==> src/rtl/lpg_pkg.sv <==
package lpg_pkg;

  typedef enum logic {
    MODE_NLP = 1'b0,
    MODE_FLP = 1'b1
  } lp_mode_e;

  typedef struct packed {
    logic fd100;
    logic hd100;
    logic fd10;
    logic hd10;
  } ability_t;

  function automatic ability_t strap_to_ability(input logic [1:0] strap);
    ability_t a;
    a = '0;
    case (strap)
      2'b00: begin a.hd10 = 1'b1; a.fd10 = 1'b1; end
      2'b01: begin a.hd100 = 1'b1; a.fd100 = 1'b1; end
      2'b10: begin a.hd10 = 1'b1; a.hd100 = 1'b1; end
      default: a = '1;
    endcase
    return a;
  endfunction

endpackage

==> src/rtl/lpg_adv.sv <==
module lpg_adv
  import lpg_pkg::*;
(
  input  logic       an_en_i,
  input  logic [1:0] strap_i,
  output ability_t   ability_o
);

  always_comb begin
    ability_o = '0;
    if (an_en_i) ability_o = strap_to_ability(strap_i);
  end

endmodule

==> src/rtl/lpg_sched.sv <==
module lpg_sched
  import lpg_pkg::*;
#(
  parameter int WORD_W       = 16,
  parameter int SLOT_CYC     = 3125,
  parameter int INTERVAL_CYC = 400000,
  localparam int NUM_CLK     = WORD_W + 1,
  localparam int IC_W        = $clog2(INTERVAL_CYC),
  localparam int PH_W        = $clog2(SLOT_CYC),
  localparam int SL_W        = $clog2(NUM_CLK + 1)
) (
  input  logic              clk_i,
  input  logic              rst_ni,
  input  logic              start_i,
  input  logic              an_en_i,
  input  logic [WORD_W-1:0] code_word_i,
  output logic              run_o,
  output lp_mode_e          mode_o,
  output logic [WORD_W-1:0] word_o,
  output logic [SL_W-1:0]   slot_o,
  output logic [PH_W-1:0]   phase_o
);

  logic [IC_W-1:0] ic_q;
  logic            wrap;

  assign wrap = (ic_q == IC_W'(INTERVAL_CYC - 1));

  always_ff @(posedge clk_i or negedge rst_ni) begin
    if (!rst_ni) begin
      run_o   <= 1'b0;
      mode_o  <= MODE_NLP;
      word_o  <= '0;
      ic_q    <= '0;
      slot_o  <= '0;
      phase_o <= '0;
    end else if (!start_i) begin
      run_o   <= 1'b0;
      ic_q    <= '0;
      slot_o  <= '0;
      phase_o <= '0;
    end else if (!run_o || wrap) begin
      // interval start: latch word and mode together
      run_o   <= 1'b1;
      ic_q    <= '0;
      slot_o  <= '0;
      phase_o <= '0;
      word_o  <= code_word_i;
      mode_o  <= an_en_i ? MODE_FLP : MODE_NLP;
    end else begin
      ic_q <= ic_q + 1'b1;
      if (phase_o == PH_W'(SLOT_CYC - 1)) begin
        phase_o <= '0;
        if (slot_o != SL_W'(NUM_CLK)) slot_o <= slot_o + 1'b1;
      end else begin
        phase_o <= phase_o + 1'b1;
      end
    end
  end

endmodule

==> src/rtl/lpg_shape.sv <==
module lpg_shape
  import lpg_pkg::*;
#(
  parameter int WORD_W    = 16,
  parameter int SLOT_CYC  = 3125,
  parameter int PULSE_CYC = 3,
  parameter int HALF_CYC  = 1550,
  localparam int NUM_CLK  = WORD_W + 1,
  localparam int PH_W     = $clog2(SLOT_CYC),
  localparam int SL_W     = $clog2(NUM_CLK + 1)
) (
  input  logic              clk_i,
  input  logic              rst_ni,
  input  logic              run_i,
  input  lp_mode_e          mode_i,
  input  logic [WORD_W-1:0] word_i,
  input  logic [SL_W-1:0]   slot_i,
  input  logic [PH_W-1:0]   phase_i,
  output logic              pulse_o,
  output logic              done_o
);

  logic              flp;
  logic              in_clk_win;
  logic              in_dat_win;
  logic              clk_hit;
  logic              dat_hit;
  logic              done_hit;
  logic [WORD_W-1:0] word_sh;

  assign flp        = run_i && (mode_i == MODE_FLP);
  assign in_clk_win = phase_i < PH_W'(PULSE_CYC);
  assign in_dat_win = (phase_i >= PH_W'(HALF_CYC)) &&
                      (phase_i <  PH_W'(HALF_CYC + PULSE_CYC));
  assign word_sh    = word_i >> slot_i;

  always_comb begin
    if (flp) clk_hit = (slot_i < SL_W'(NUM_CLK)) && in_clk_win;
    else     clk_hit = run_i && (slot_i == '0) && in_clk_win;
  end

  assign dat_hit  = flp && (slot_i < SL_W'(WORD_W)) && word_sh[0] && in_dat_win;
  assign done_hit = flp && (slot_i == SL_W'(WORD_W)) && (phase_i == PH_W'(PULSE_CYC));

  always_ff @(posedge clk_i or negedge rst_ni) begin
    if (!rst_ni) begin
      pulse_o <= 1'b0;
      done_o  <= 1'b0;
    end else begin
      pulse_o <= clk_hit || dat_hit;
      done_o  <= done_hit;
    end
  end

endmodule

==> src/rtl/link_pulse_gen.sv <==
module link_pulse_gen
  import lpg_pkg::*;
#(
  parameter int WORD_W       = 16,
  parameter int PULSE_CYC    = 3,
  parameter int SLOT_CYC     = 3125,
  parameter int HALF_CYC     = 1550,
  parameter int INTERVAL_CYC = 400000,
  localparam int NUM_CLK     = WORD_W + 1,
  localparam int PH_W        = $clog2(SLOT_CYC),
  localparam int SL_W        = $clog2(NUM_CLK + 1)
) (
  input  logic              clk_i,
  input  logic              rst_ni,
  input  logic              an_en_i,
  input  logic [1:0]        strap_i,
  input  logic [WORD_W-1:0] code_word_i,
  input  logic              start_i,
  output logic              pulse_o,
  output logic              done_o,
  output logic [3:0]        ability_o
);

  logic              run;
  lp_mode_e          mode;
  logic [WORD_W-1:0] word;
  logic [SL_W-1:0]   slot;
  logic [PH_W-1:0]   phase;
  ability_t          abil;

  lpg_sched #(
    .WORD_W      (WORD_W),
    .SLOT_CYC    (SLOT_CYC),
    .INTERVAL_CYC(INTERVAL_CYC)
  ) u_sched (
    .clk_i      (clk_i),
    .rst_ni     (rst_ni),
    .start_i    (start_i),
    .an_en_i    (an_en_i),
    .code_word_i(code_word_i),
    .run_o      (run),
    .mode_o     (mode),
    .word_o     (word),
    .slot_o     (slot),
    .phase_o    (phase)
  );

  lpg_shape #(
    .WORD_W   (WORD_W),
    .SLOT_CYC (SLOT_CYC),
    .PULSE_CYC(PULSE_CYC),
    .HALF_CYC (HALF_CYC)
  ) u_shape (
    .clk_i  (clk_i),
    .rst_ni (rst_ni),
    .run_i  (run),
    .mode_i (mode),
    .word_i (word),
    .slot_i (slot),
    .phase_i(phase),
    .pulse_o(pulse_o),
    .done_o (done_o)
  );

  lpg_adv u_adv (
    .an_en_i  (an_en_i),
    .strap_i  (strap_i),
    .ability_o(abil)
  );

  assign ability_o = abil;

endmodule

==> config.mk <==
export PLATFORM = sky130hd
export DESIGN_NAME = link_pulse_gen
export DESIGN_NICKNAME = d
export VERILOG_FILES = /design/src/rtl/lpg_pkg.sv /design/src/rtl/lpg_adv.sv /design/src/rtl/lpg_sched.sv /design/src/rtl/lpg_shape.sv /design/src/rtl/link_pulse_gen.sv
export SDC_FILE = /design/constraint.sdc
export NUM_CORES = 1
export LEC_CHECK = 0
export BUFFER_PORTS_ARGS = -buffer_cell sky130_fd_sc_hd__buf_4
export CAP_MARGIN = 0
export CORE_ASPECT_RATIO = 0.5
export CORE_MARGIN = 1
export CORE_UTILIZATION = 35
export CTS_CLUSTER_DIAMETER = 200
export DETAILED_ROUTE_END_ITERATION = 8
export HOLD_SLACK_MARGIN = 0.05
export RECOVER_POWER = 25
export SYNTH_ARGS = -nofsm -noshare
export SYNTH_HDL_FRONTEND = slang
export SYNTH_SLANG_ARGS = --single-unit
==> constraint.sdc <==
create_clock -name clk_i -period 3.42 [get_ports clk_i]
set_input_delay 1.026 -clock clk_i [delete_from_list [all_inputs] [get_ports clk_i]]
set_output_delay 1.026 -clock clk_i [all_outputs]
set_load 0.02 [all_outputs]
After elaboration in Yosys (flattened, before gate mapping). Cells that the tools add are included.

Register bits: 56. Input bits: 22. Output and inout port bits: 6. Logic and storage cells: 64.

Add/sub/neg operators: 3. Magnitude comparators: 5. Equal/unequal tests: 10. Shift-type cells: 1. Muxes and demuxes: 18. Reductions and logical operators: 19.

Operator list (count): $mux 19 (2); $mux 12 (3); $mux 5 (4); $add 19x1->19 const B (1); $eq 19x19->1 const B (1); $shr 16x5->1 (1); $add 12x1->12 const B (1); $eq 12x12->1 const B (1); $eq 12x2->1 const B (1); $ge 12x11->1 const B (1); $lt 12x11->1 const B (1); $lt 12x2->1 const B (1); $logic_and 1x1->1 (10); $lt 5x5->1 const B (2); $mux 1 (8); $ne 3x1->1 const B (2); $add 5x1->5 const B (1); $eq 5x5->1 const B (1); $logic_not 5->1 (1); $ne 5x5->1 const B (1); $mux 4 (1); $reduce_and 2->1 (2); $reduce_or 2->1 (2); $eq 2x1->1 const B (1); 5 further kinds (6).

Depth between registers and ports, before layout. Gate-level depths: netlist of run 1.

Depth after elaboration: 5. Mapped depth: 7.

By module. Synthesis of run 1 repeated with hierarchy kept, for this count alone.

Cell total of the unflattened synthesis: 339. Area, all modules: 3340.7 sq um.

By module, submodules not included: lpg_sched (instances 1, cells each 306, area each 2976.6 sq um, sequential area each 1351.3 sq um); lpg_shape (instances 1, cells each 25, area each 297.8 sq um, sequential area each 50.0 sq um); lpg_adv (instances 1, cells each 8, area each 66.3 sq um, sequential area each 0.0 sq um).

Worst setup path before layout of run 1. OpenSTA, ideal clock, no wires.

Kind: input-to-output. Start point: input strap_i[0]. End point: output ability_o[3]. Data arrival time: 1.981 ns. Data required time: 2.394 ns. Path slack: 0.413 ns. Cell stages on the path: 4. Cells stage by stage: inv_1 -> ha_1 -> nor2b_1 -> nor2b_1.

Cells in the longest elaborated chain, start to end: 4. Elaborated cells between the ends (all ways): 5. Those cells by class: eq/ne: 1; mux: 2; reduce/logical: 2.

RTL lines: start, declared (line link_pulse_gen.sv:16) `input logic [1:0] strap_i,`; $eq 2x2->1 / $logic_not 2->1 (equally long branches) (line lpg_pkg.sv:18) `case (strap)`; $reduce_or 2->1 (no line) (*); $mux 1 (*) (line lpg_pkg.sv:18); $mux 4 (*) (line lpg_adv.sv:11) `if (an_en_i) ability_o = strap_to_ability(strap_i);`; end, declared (line link_pulse_gen.sv:21) `output logic [3:0] ability_o`.

Mark *: on every way between the ends. The rest lies on a longest branch, timed or not.

Final worst setup path of run 1. Ends and elaborated chain as after synthesis.

==> results summary, run 1 <==
The number of design-rule violations left by the first detailed-router iteration came out at 136. The slew at the pin with the worst max-slew slack came out at 1.37 ns. The area growth from synthesis to layout came out at 16.0%.

Max-cap violations in this run came to 0. The initial antenna violation count is 0. The number of nets still failing antenna checks after routing is 0. The number of sinks driven by the clock tree came out at 56. Dividing total power by cell area gives a power density of 431 nW/µm².

The clock latency on the worst-skew pair came out at 0.29 ns. The async set-reset flop share out of synthesis came out at 1.00. The horizontal die dimension came out at 131 µm. The overall fraction of global-route tracks in use came out at 0.136. Along the worst path, the maximum fanout reaches 2. The synthesized design contains 0 enable-type register cells. After synthesis, the netlist uses 43 different library cells. The gate count of the mapped netlist came out at 268.

The number of input and output port buffers inserted is 27. The clock period minus final worst setup slack is 2.83 ns. The total of hold buffers inserted after clock tree synthesis is 0.

The predominant post-synthesis flop cell is sky130_fd_sc_hd__dfrtp_1. The final critical-path setup slack is 0.589 ns. The number of placement rows is 23. The number of DRC violations after detailed routing is 0.

The net total in the final layout is 325. The max-slew violation count is 0. The worst setup path is of the in2out kind.

The arrival time of data at the critical path endpoint came out at 1.80 ns. The number of I/O pins came out at 28. The y dimension of the die came out at 66.6 µm.

The total area inside the core boundary comes to 8060 µm². Setup violations remaining at the end of the flow were counted as 0. The fraction of final layout cells sized beyond drive strength 1 is 0.218.

The first-pass GRT wire length came out at 9.47 mm. The sequential fraction of the synthesis area is 0.480. The relative max-transition margin is 0.0874. The routed design has 5.43 mm of wire. The count of antenna diodes in the layout came out at 0. The number of global-route vias before repair was 2034. The critical path endpoint category is a primary output.

The final hold slack came out at 0.490 ns. The number of buffers created by CTS is 5. After clock tree synthesis, the clock-pin slew on the worst setup and hold paths is 0.06 ns. The root buffer cell chosen for the clock tree is sky130_fd_sc_hd__clkbuf_16. The hold violation count in the final report came out at 0. Gates resized during post-CTS repair numbered 0. The number of detailed-route iterations in the first pass came out at 4. The level count of the clock H-tree is 2. The clock passes through at most 2 buffers. The biggest area contributor in the post-synthesis netlist is sky130_fd_sc_hd__dfrtp_1. The worst hold path cell count is 1. The cell with the most instances after synthesis is sky130_fd_sc_hd__dfrtp_1. Across all layers, the routed design uses 1991 vias.

The total die area came out at 8740 µm². The post-synth net total is 300. By count the netlist is led by 56 x sky130_fd_sc_hd__dfrtp_1, 47 x sky130_fd_sc_hd__nor2_1, 15 x sky130_fd_sc_hd__xor2_1, 14 x sky130_fd_sc_hd__xnor2_1, 13 x sky130_fd_sc_hd__inv_1.

Setup repair after global routing left no endpoint under its margin. Yosys attributes the largest share of cell area to sky130_fd_sc_hd__dfrtp_1 48%, sky130_fd_sc_hd__nor2_1 6.0%, sky130_fd_sc_hd__mux2_4 5.1%. The worst IR drop on VDD is 195 µV. The CTS tree is yes.

The fraction of synthesized cell area taken by the top area cell type came out at 0.480. The synthesized area divided by synthesized cell count came out at 10.9 µm². The worst clock skew on the final layout is 0.00543 ns.

The data required time of the worst path is 2.39 ns. The run finished with clean final reports. The synthesized design contains 56 register bits.

The global route total overflow is 0. The cell area after synthesis is 2920 µm². The weighted congestion reported at the end of routability-driven placement is 0.716.

After routing, the total negative slack on setup checks comes to 0 ns. The post-layout total power came out at 1.46 mW. The pin count of the biggest net entering global routing came out at 57. The average detailed-routed wire length per instance is 13.4 µm. In this run the static leakage power is 1.44 nW. Buffers added to address setup during post-CTS repair amount to 0.

The type of the worst min-delay path is reg2reg. The final clock period utilization by the worst path is 0.828. Measured in cells, the most critical reg-to-reg path has a length of 5. Dividing the detail-routed via count by the number of cells gives 4.90. The effective utilization at floorplan came out at 0.362. The worst setup path is launched from an input port. The placed wire-length estimate after detailed placement is 3.83 mm. The placement-stage worst setup slack is 0.586 ns. The achievable frequency came out at 353 MHz. The number of warnings issued by yosys is 0.
## cells by family after synthesis
kind of cell | share of synthesized area
compound gates | 0.0463
xor+xnor | 0.0870
fa+ha+maj | 0.0428
buf+inv | 0.0368
flops | 0.480
mux | 0.111
simple gates | 0.196
## stage by stage
stage / std cells / instance area, µm² / utilization
floorplan: 268 / 2920 / -
global placement: 398 / 3210 / 0.399
detailed placement: 398 / 3210 / 0.399
CTS: 406 / 3390 / 0.421
global route: 406 / 3390 / 0.420
finish: 406 / 3390 / 0.420
## report_power, final
group,total [mW],internal [mW],switching [mW],leakage [nW]
registers,0.716,0.695,0.0210,0.738
clock network,0.613,0.386,0.228,0.0901
logic,0.132,0.0741,0.0578,0.608
## registers in the layout, summed over array words and instances, names as in the netlist
name             cells
u_sched.phase_o     12
u_sched.run_o        1
u_sched.slot_o       5
u_sched.ic_q        19
u_sched.mode_o       1
u_shape.done_o       1
u_shape.pulse_o      1
u_sched.word_o      16
## placed cells by master (no fill, tap or decap), types with 2 or more instances in the layout
| master | synthesis | routed |
|---|---|---|
| sky130_fd_sc_hd__nand3_1 | 12 | 12 |
| sky130_fd_sc_hd__xnor2_1 | 14 | 14 |
| sky130_fd_sc_hd__nand4bb_1 | 2 | 2 |
| sky130_fd_sc_hd__mux2_2 | 7 | 7 |
| sky130_fd_sc_hd__inv_1 | 13 | 13 |
| sky130_fd_sc_hd__mux4_2 | 2 | 2 |
| sky130_fd_sc_hd__buf_4 | 0 | 26 |
| sky130_fd_sc_hd__xor2_1 | 15 | 15 |
| sky130_fd_sc_hd__dfrtp_1 | 56 | 56 |
| sky130_fd_sc_hd__mux2_4 | 10 | 10 |
| sky130_fd_sc_hd__clkbuf_8 | 0 | 2 |
| sky130_fd_sc_hd__nand4_1 | 8 | 8 |
| sky130_fd_sc_hd__nor2b_1 | 6 | 6 |
| sky130_fd_sc_hd__ha_1 | 10 | 10 |
| sky130_fd_sc_hd__nor4_1 | 2 | 2 |
| sky130_fd_sc_hd__or3_1 | 3 | 3 |
| sky130_fd_sc_hd__mux2i_1 | 5 | 5 |
| sky130_fd_sc_hd__o21ai_0 | 3 | 3 |
| sky130_fd_sc_hd__nand2_1 | 12 | 12 |
| sky130_fd_sc_hd__a21oi_1 | 6 | 6 |
| sky130_fd_sc_hd__nor2_1 | 47 | 47 |
| sky130_fd_sc_hd__nor3_1 | 5 | 5 |
| sky130_fd_sc_hd__clkbuf_16 | 0 | 5 |
## per-layer routing
layer / part of all wire / wire length, µm / track usage
met4: 0.011 / 60 / 0.0426
met3: 0.021 / 113 / 0.0236
met1: 0.47 / 2570 / 0.161
met5: 0 / 0 / 0
met2: 0.49 / 2680 / 0.256
## path summary, 6_finish.rpt
| kind | endpoint | startpoint | slack, ns |
|---|---|---|---|
| max in group asynchronous | u_sched.word_o[4] | rst_ni | 1.55 |
| worst min register to register | u_sched.ic_q[0] | u_sched.ic_q[0] | 0.49 |
| worst min-delay path | u_sched.ic_q[0] | u_sched.ic_q[0] | 0.49 |
| worst max-delay path | ability_o[3] | strap_i[0] | 0.59 |
| min in group asynchronous | u_sched.slot_o[3] | rst_ni | 1.04 |
| worst max register to register | u_sched.word_o[14] | u_sched.ic_q[15] | 1.36 |
## final cells by class
class / count / area [µm²]
Clock buffer: 7 / 153
Clock inverter: 1 / 30.0
Fill cell: 785 / 4670
Inverter: 13 / 48.8
Multi-Input combinational cell: 189 / 1410
Sequential cell: 56 / 1400
Tap cell: 112 / 140
Timing Repair Buffer: 28 / 204
## critical path, stage by stage
cell	delay, ns
sky130_fd_sc_hd__buf_4	0.09
sky130_fd_sc_hd__inv_1	0.05
sky130_fd_sc_hd__ha_1	0.19
sky130_fd_sc_hd__nor2b_1	0.16
sky130_fd_sc_hd__nor2b_1	0.15
sky130_fd_sc_hd__buf_4	0.14
(Power assumes the default switching activity.)
==> inputs of run 2 (changes only) <==
- ABC_AREA: default -> 1
- clock period: 3.42 -> 2.77 ns (I/O delays scaled with it)
==> run 2 against run 1 <==
Synthesized area increased by 10%. Utilization decreased by 0.47 points. Critical path type unchanged. Critical path depth decreased by 1. Setup slack got worse by 0.15 ns. Clock-buffer cell count decreased by 1. Critical endpoint unchanged. Clock skew increased by 0.00082 ns. Register-to-register slack got worse by 0.48 ns. Global-route usage increased by 1.9 points. Largest cell class unchanged. Sequential power increased by 22%. Combinational power increased by 16%.
==> results summary, run 2 <==
The final hold slack came out at 0.454 ns. The register name with the most flops is u_sched.ic_q. The slowest cell on the critical path is sky130_fd_sc_hd__ha_1. The arrival time of data at the critical path endpoint came out at 1.50 ns.

The internal portion of the total power is 1.35 mW. The worst IR drop on VDD came out at 268 µV. The floorplan step defined a core boundary enclosing 8800 µm². The length in cells of the worst reg-to-reg path came out at 9. The flow ran to the end, and the final reports show no timing, DRC or antenna violations. The placement-stage worst setup slack is 0.431 ns. The worst clock skew on the final layout is 0.00625 ns.

The clock period minus final worst setup slack came out at 2.33 ns. The pin count of the biggest net entering global routing is 57. The switching share of power came out at 0.238.

The power share of the combinational group came out at 0.086. Leaving out fill and tap cells, the most frequent cell in the layout is sky130_fd_sc_hd__nand2_1. The number of global-route vias before repair is 2493. Synthesis handed over a netlist of 428 instances. The path class of the tightest hold or removal check is reg2reg. The total of hold buffers inserted after clock tree synthesis is 0.

The largest registers in the layout are u_sched.ic_q (19), u_sched.word_o (16), u_sched.phase_o (12). The first-pass GRT wire length came out at 11.6 mm. The type of element launching the critical path is an input port. The final count of negative-setup-slack endpoints is 0. The number of warnings issued by yosys came out at 0.

Before antenna repair, the detailed router went through 4 iterations. Power comes to 1.77 mW. For this run, design rule violations remaining after detail routing come to 0. The number of input and output port buffers inserted is 27. Among all cell types in the netlist, the one instantiated most often is sky130_fd_sc_hd__nand2_1. The worst hold path begins at u_sched.phase_o[0]. After detailed routing, the total wire length is 6.50 mm.

The number of storage elements in the synthesis netlist is 56. The number of maximum-capacitance violations is 0. Detailed placement finished with a half-perimeter wire length of 4.72 mm. The power density over cell area is 483 nW/µm². The final clock period utilization by the worst path came out at 0.841. Leaving out fill and tap cells, the most frequent cells in the layout are 126 x sky130_fd_sc_hd__nand2_1, 69 x sky130_fd_sc_hd__nor2_1, 56 x sky130_fd_sc_hd__dfrtp_1.

The sum of buffers and inverters on the critical path is 3. The post-CTS setup-driven buffer insertion count came out at 0. TritonCTS built the clock tree.

The hold violation count in the final report is 0. In this run the deepest clock path goes through 2 buffers. Of all flip-flops after synthesis, the portion carrying an async set or reset was 1.00. The total die area came out at 9610 µm². The leakage power total came out at 1.72 nW. Of the cells placed in the final design, the portion with a size suffix greater than 1 is 0.123. The area growth from synthesis to layout is 13.7%. The launch instance of the worst register-to-register path is u_sched.ic_q[0].

In this run the power spent charging and discharging nets is 420 µW. Of the total power, registers draw 0.497. After routing, the total negative slack on setup checks comes to 0 ns. The cell area after synthesis came out at 3220 µm².

The post-synthesis cell type count came out at 30. The critical path endpoint category is a primary output. The commonest cells after synthesis are 126 x sky130_fd_sc_hd__nand2_1, 69 x sky130_fd_sc_hd__nor2_1, 56 x sky130_fd_sc_hd__dfrtp_1, 47 x sky130_fd_sc_hd__nand3_1, 39 x sky130_fd_sc_hd__inv_1. The sequential fraction of the synthesis area is 0.435. The synthesized area divided by synthesized cell count came out at 7.52 µm². The clock transition time at the flip-flop clock pins of the worst setup and hold paths came out at 0.07 ns. The largest stage delay on the critical path came out at 0.20 ns. The clock latency on the worst-skew pair came out at 0.30 ns. In this run, CTS created clock tree buffers numbering 5. The fraction of synthesized cell area taken by the top area cell type is 0.435. The y dimension of the die is 69.8 µm. The count of antenna diodes in the layout came out at 0. Setup repair after global routing left no endpoint under its margin. The overall fraction of global-route tracks in use came out at 0.155. The initial antenna violation count came to 0.

The worst hold path terminates at u_sched.phase_o[0]. The net total in the final layout came out at 485. The number of synthesized flops with an enable pin is 0. The minimum setup slack among reg-to-reg paths came out at 0.88 ns. Walking the worst path, the cells encountered are buf_4, inv_1, ha_1, nor3_1, buf_4. The predominant post-synthesis flop cell is sky130_fd_sc_hd__dfrtp_1. The number of design-rule violations left by the first detailed-router iteration is 86. The cell at the root of the clock tree is sky130_fd_sc_hd__clkbuf_16. The max-slew violation count is 0. The kind of cell with the highest combined delay along the critical path is buffers and inverters. The H-tree was split into 2 levels.

The share of total power dissipated in the clock network is 0.417. The number of gates resized after cts is 0. The achievable frequency came out at 429 MHz. After synthesis, the cell types taking the most area are sky130_fd_sc_hd__dfrtp_1 44%, sky130_fd_sc_hd__nand2_1 15%, sky130_fd_sc_hd__nor2_1 8.0%. The endpoint identified for the worst register-to-register timing path is u_sched.mode_o.

The maximum fanout along the worst path is 2. The number of placement rows is 24. In the final routed layout, each cell accounts on average for 11.4 µm. The post-synth net total came out at 460. The relative max-transition margin came out at 0.0909.

The register with the most flip-flops in the layout has 19 of them. The worst hold path cell count came out at 1. At the pin with the least slew margin, the transition time is 1.36 ns. The effective utilization at floorplan is 0.366.

The kind of critical path is in2out. The number of sinks driven by the clock tree came out at 56. 28 I/O pins were placed.

The via count of the routed design came out at 2657. For this run the aggregate overflow at the end of global routing stands at 0. The weighted congestion reported at the end of routability-driven placement is 0.859. Once detail routing completed, the nets flagged for antenna violations numbered 0. The most repeated library cell on the critical path is sky130_fd_sc_hd__buf_4. The final core utilization came out at 0.416. The synthesized design spends more area on one cell type than any other, namely sky130_fd_sc_hd__dfrtp_1.

STA puts the critical path data required time at 1.94 ns. The per-cell via count in the routed design came out at 4.65. The horizontal die dimension came out at 138 µm. The final critical-path setup slack is 0.440 ns.
[run 2: how the worst max path moves through the flow]
stage	end	startpoint	slack, ns	cells after the start
2_1_floorplan	ability_o[3]	strap_i[0]	0.38	3
3_3_place_gp	ability_o[3]	strap_i[0]	0.45	5
3_5_place_dp	ability_o[3]	strap_i[0]	0.43	5
4_1_cts	ability_o[3]	strap_i[0]	0.43	5
5_1_grt	ability_o[1]	strap_i[0]	0.38	5
6_report	ability_o[3]	strap_i[0]	0.44	5
[run 2: layout make-up]
| cell class | count | area, µm² |
|---|---|---|
| clock buffers | 6 | 129 |
| clock inverters | 2 | 38.8 |
| well taps | 117 | 146 |
| repair buffers | 29 | 215 |
| inverters | 39 | 146 |
| multi-input cells | 322 | 1580 |
| flip-flops and latches | 56 | 1400 |
| fillers | 947 | 5140 |
[run 2: per-layer routing]
metal / track usage / share of wire / vias to the layer above
met5: 0 / 0 / -
met4: 0.0440 / 0.010 / 0
met3: 0.0351 / 0.035 / 5
li1: - / - / 1396
met2: 0.229 / 0.42 / 48
met1: 0.226 / 0.53 / 1208
[run 2: through the flow]
| stage | area (µm²) | instances |
|---|---|---|
| 2_1_floorplan | 3220 | 428 |
| 3_3_place_gp | 3490 | 563 |
| 3_5_place_dp | 3490 | 563 |
| 4_1_cts | 3660 | 571 |
| 5_1_grt | 3660 | 571 |
| 6_report | 3660 | 571 |
[run 2: power by group through the flow]
stage	clock, mW	sequential [mW]	combinational (mW)
floorplan	0	0.889	0.0978
CTS	0.757	0.877	0.158
finish	0.736	0.877	0.153
global placement	0	0.892	0.155
detailed placement	0	0.893	0.157
global route	0.787	0.881	0.179
[run 2: kinds of logic (layout without fill, tap and decap cells)]
group	Yosys count	count (layout)	synth area share
fa+ha+maj	10	10	0.0389
buf+inv	50	76	0.0731
simple gates	289	289	0.398
xor+xnor	16	16	0.0435
compound gates	7	7	0.0113
flops	56	56	0.435
==> inputs of run 3 (changes only) <==
- clock period: 2.77 -> 2.2 ns (I/O delays scaled with it)
==> run 3 against run 2 <==
Largest power group unchanged. Highest routed layer unchanged. Non-clock buffer count increased by 4. Hold slack improved by 0.017 ns. Clock skew increased by 0.0039 ns. Design area unchanged.
==> results summary, run 3 (synthesized netlist as in run 2, its figures left out) <==
Global routing finished with a remaining overflow of 0. The maximum fanout along the worst path is 2. The share of total power dissipated in the clock network is 0.374. Leaving out fill and tap cells, the most frequent cells in the layout are 126 x sky130_fd_sc_hd__nand2_1, 69 x sky130_fd_sc_hd__nor2_1, 56 x sky130_fd_sc_hd__dfrtp_1. The slew at the pin with the worst max-slew slack is 1.38 ns.

The final clock period utilization by the worst path is 0.907. The core region is 8800 µm². After detailed routing, the total wire length is 6.60 mm. The internal power component came out at 1.57 mW. The clock transition time at the flip-flop clock pins of the worst setup and hold paths is 0.07 ns. The switching share of power is 0.243. The type of the worst min-delay path is reg2reg. In this run the count of I/O pins placed on the die edge is 28. The first-pass GRT wire length is 11.6 mm.

After layout, the worst setup slack is 0.205 ns. By instance count, the cell type seen most on the critical path is sky130_fd_sc_hd__buf_4. The number of fill cells in the layout came out at 925. The net switching power figure is 504 µW. The weighted congestion reported at the end of routability-driven placement is 0.847. The area growth from synthesis to layout is 13.7%. Among all stages on the critical path, the largest delay is contributed by sky130_fd_sc_hd__ha_1. The largest stage delay on the critical path is 0.21 ns.

The placement-stage worst setup slack is 0.198 ns. The number of global-route vias before repair is 2512. The worst clock skew on the final layout is 0.0102 ns. The number of placement rows is 24. Before antenna repair, the detailed router went through 4 iterations. Traced cell by cell, the critical path runs through buf_4, inv_1, ha_1, nor3_1, buf_4. The per-cell via count in the routed design is 4.62. In the final timing run, aggregate negative setup slack is 0 ns. The overall fraction of global-route tracks in use is 0.155. The finished layout cell area came out at 3660 µm².

The post-detailed-placement cell area came out at 3520 µm². The register share of total power is 0.533. STA classifies the critical path startpoint as an input port. The number of flip-flops under the largest register name came out at 19.

The average detailed-routed wire length per instance came out at 11.5 µm. Summed over all cells, the static leakage comes to 1.72 nW. In the final layout, the registers with the most flip-flops are u_sched.ic_q (19), u_sched.word_o (16), u_sched.phase_o (12).

The hold violation count in the final report came out at 0. The tree is rooted in a sky130_fd_sc_hd__clkbuf_16. TritonCTS built the clock tree.

The placed wire-length estimate after detailed placement came out at 4.82 mm. The final core utilization came out at 0.416. CTS saw 56 sinks.

The run finished with clean final reports. The horizontal die dimension is 138 µm. The level count of the clock H-tree came out at 2.

The maximum clock path buffer count is 2. The achievable frequency is 501 MHz. The post-CTS setup-driven buffer insertion count is 0. The number of buffers created by CTS is 5. The post-placement cell count came out at 567. Setup repair after global routing left no endpoint under its margin. The library cell used most frequently in the layout, excluding fill and tap cells, is sky130_fd_sc_hd__nand2_1. The total of hold buffers inserted after clock tree synthesis is 0. The max-slew violation count came out at 0. The fraction of final layout cells sized beyond drive strength 1 is 0.131. The pin count of the biggest net entering global routing came out at 57. The relative max-transition margin is 0.0770.

The share of total power dissipated in combinational logic is 0.093. The number of nets still failing antenna checks after routing is 0. From bottom edge to top edge, the die measures 69.8 µm. The clock period minus final worst setup slack is 2.00 ns. The worst IR drop on VDD came out at 326 µV. Max-cap violations in this run came to 0. The power density over cell area is 566 nW/µm². The total die area is 9610 µm². The data required time of the worst path came out at 1.54 ns. Counting flops per register, the top entry is u_sched.ic_q.

The arrival time of data at the critical path endpoint is 1.34 ns. The number of design-rule violations left by the first detailed-router iteration came out at 113. The number of gates resized after cts is 0.

The number of DRC violations after detailed routing came out at 0. The clock latency on the worst-skew pair is 0.30 ns. The number of cells in the finished layout apart from fillers came out at 574.

The number of input and output port buffers inserted is 27. The final count of negative-setup-slack endpoints came out at 0. The count of antenna diodes in the layout came out at 0.

The initial antenna violation count came out at 0. The final route contains 2654 vias. The worst setup path is captured at a primary output.

The net total in the final layout came out at 489. The kind of critical path is in2out. The effective utilization at floorplan is 0.366.
==> run 3: final cells by class <==
cell class | instances | area (µm²) | area share
tap | 117 | 146 | 0.0400
clock buffer | 5 | 125 | 0.0342
multi-input combinational | 322 | 1580 | 0.432
timing repair buffer | 33 | 245 | 0.0670
sequential | 56 | 1400 | 0.383
inverter | 39 | 146 | 0.0400
clock inverter | 2 | 12.5 | 0.00342
==> run 3: critical path, delay by kind of cell <==
family	cells	cell delay, ns
buffers and inverters	3	0.30
adders and majority gates	1	0.21
and+or+nand+nor	1	0.17
==> run 3: layer usage <==
layer / global-route usage / wire, µm
met4: 0.0476 / 85
met5: 0 / 0
met1: 0.217 / 3480
met3: 0.0351 / 197
met2: 0.237 / 2830
==> run 3: stage by stage <==
| step | power, mW | hold WS, ns |
|---|---|---|
| after floorplan | 1.24 | 0.364 |
| after global placement | 1.32 | 0.454 |
| after detailed placement | 1.32 | 0.461 |
| after CTS | 2.11 | 0.437 |
| after global routing | 2.17 | 0.491 |
| final | 2.07 | 0.472 |
==> run 3: worst paths after layout <==
path / from / to / slack [ns] / cells after the start
setup / recovery: strap_i[0] / ability_o[3] / 0.20 / 5
hold / removal: u_sched.word_o[6] / u_sched.word_o[6] / 0.47 / 2
setup reg to reg: u_sched.ic_q[0] / u_sched.phase_o[9] / 0.35 / 8
hold reg to reg: u_sched.word_o[6] / u_sched.word_o[6] / 0.47 / 2
max in group asynchronous: rst_ni / u_sched.ic_q[14] / 0.70 / 1
min in group asynchronous: rst_ni / u_sched.word_o[9] / 0.68 / 1
==> run 3: power by group through the flow <==
stage,Combinational (mW),Sequential [mW],Clock [mW]
floorplan,0.123,1.12,0
global placement,0.196,1.12,0
detailed placement,0.198,1.12,0
CTS,0.199,1.10,0.808
global route,0.225,1.11,0.841
finish,0.193,1.10,0.774
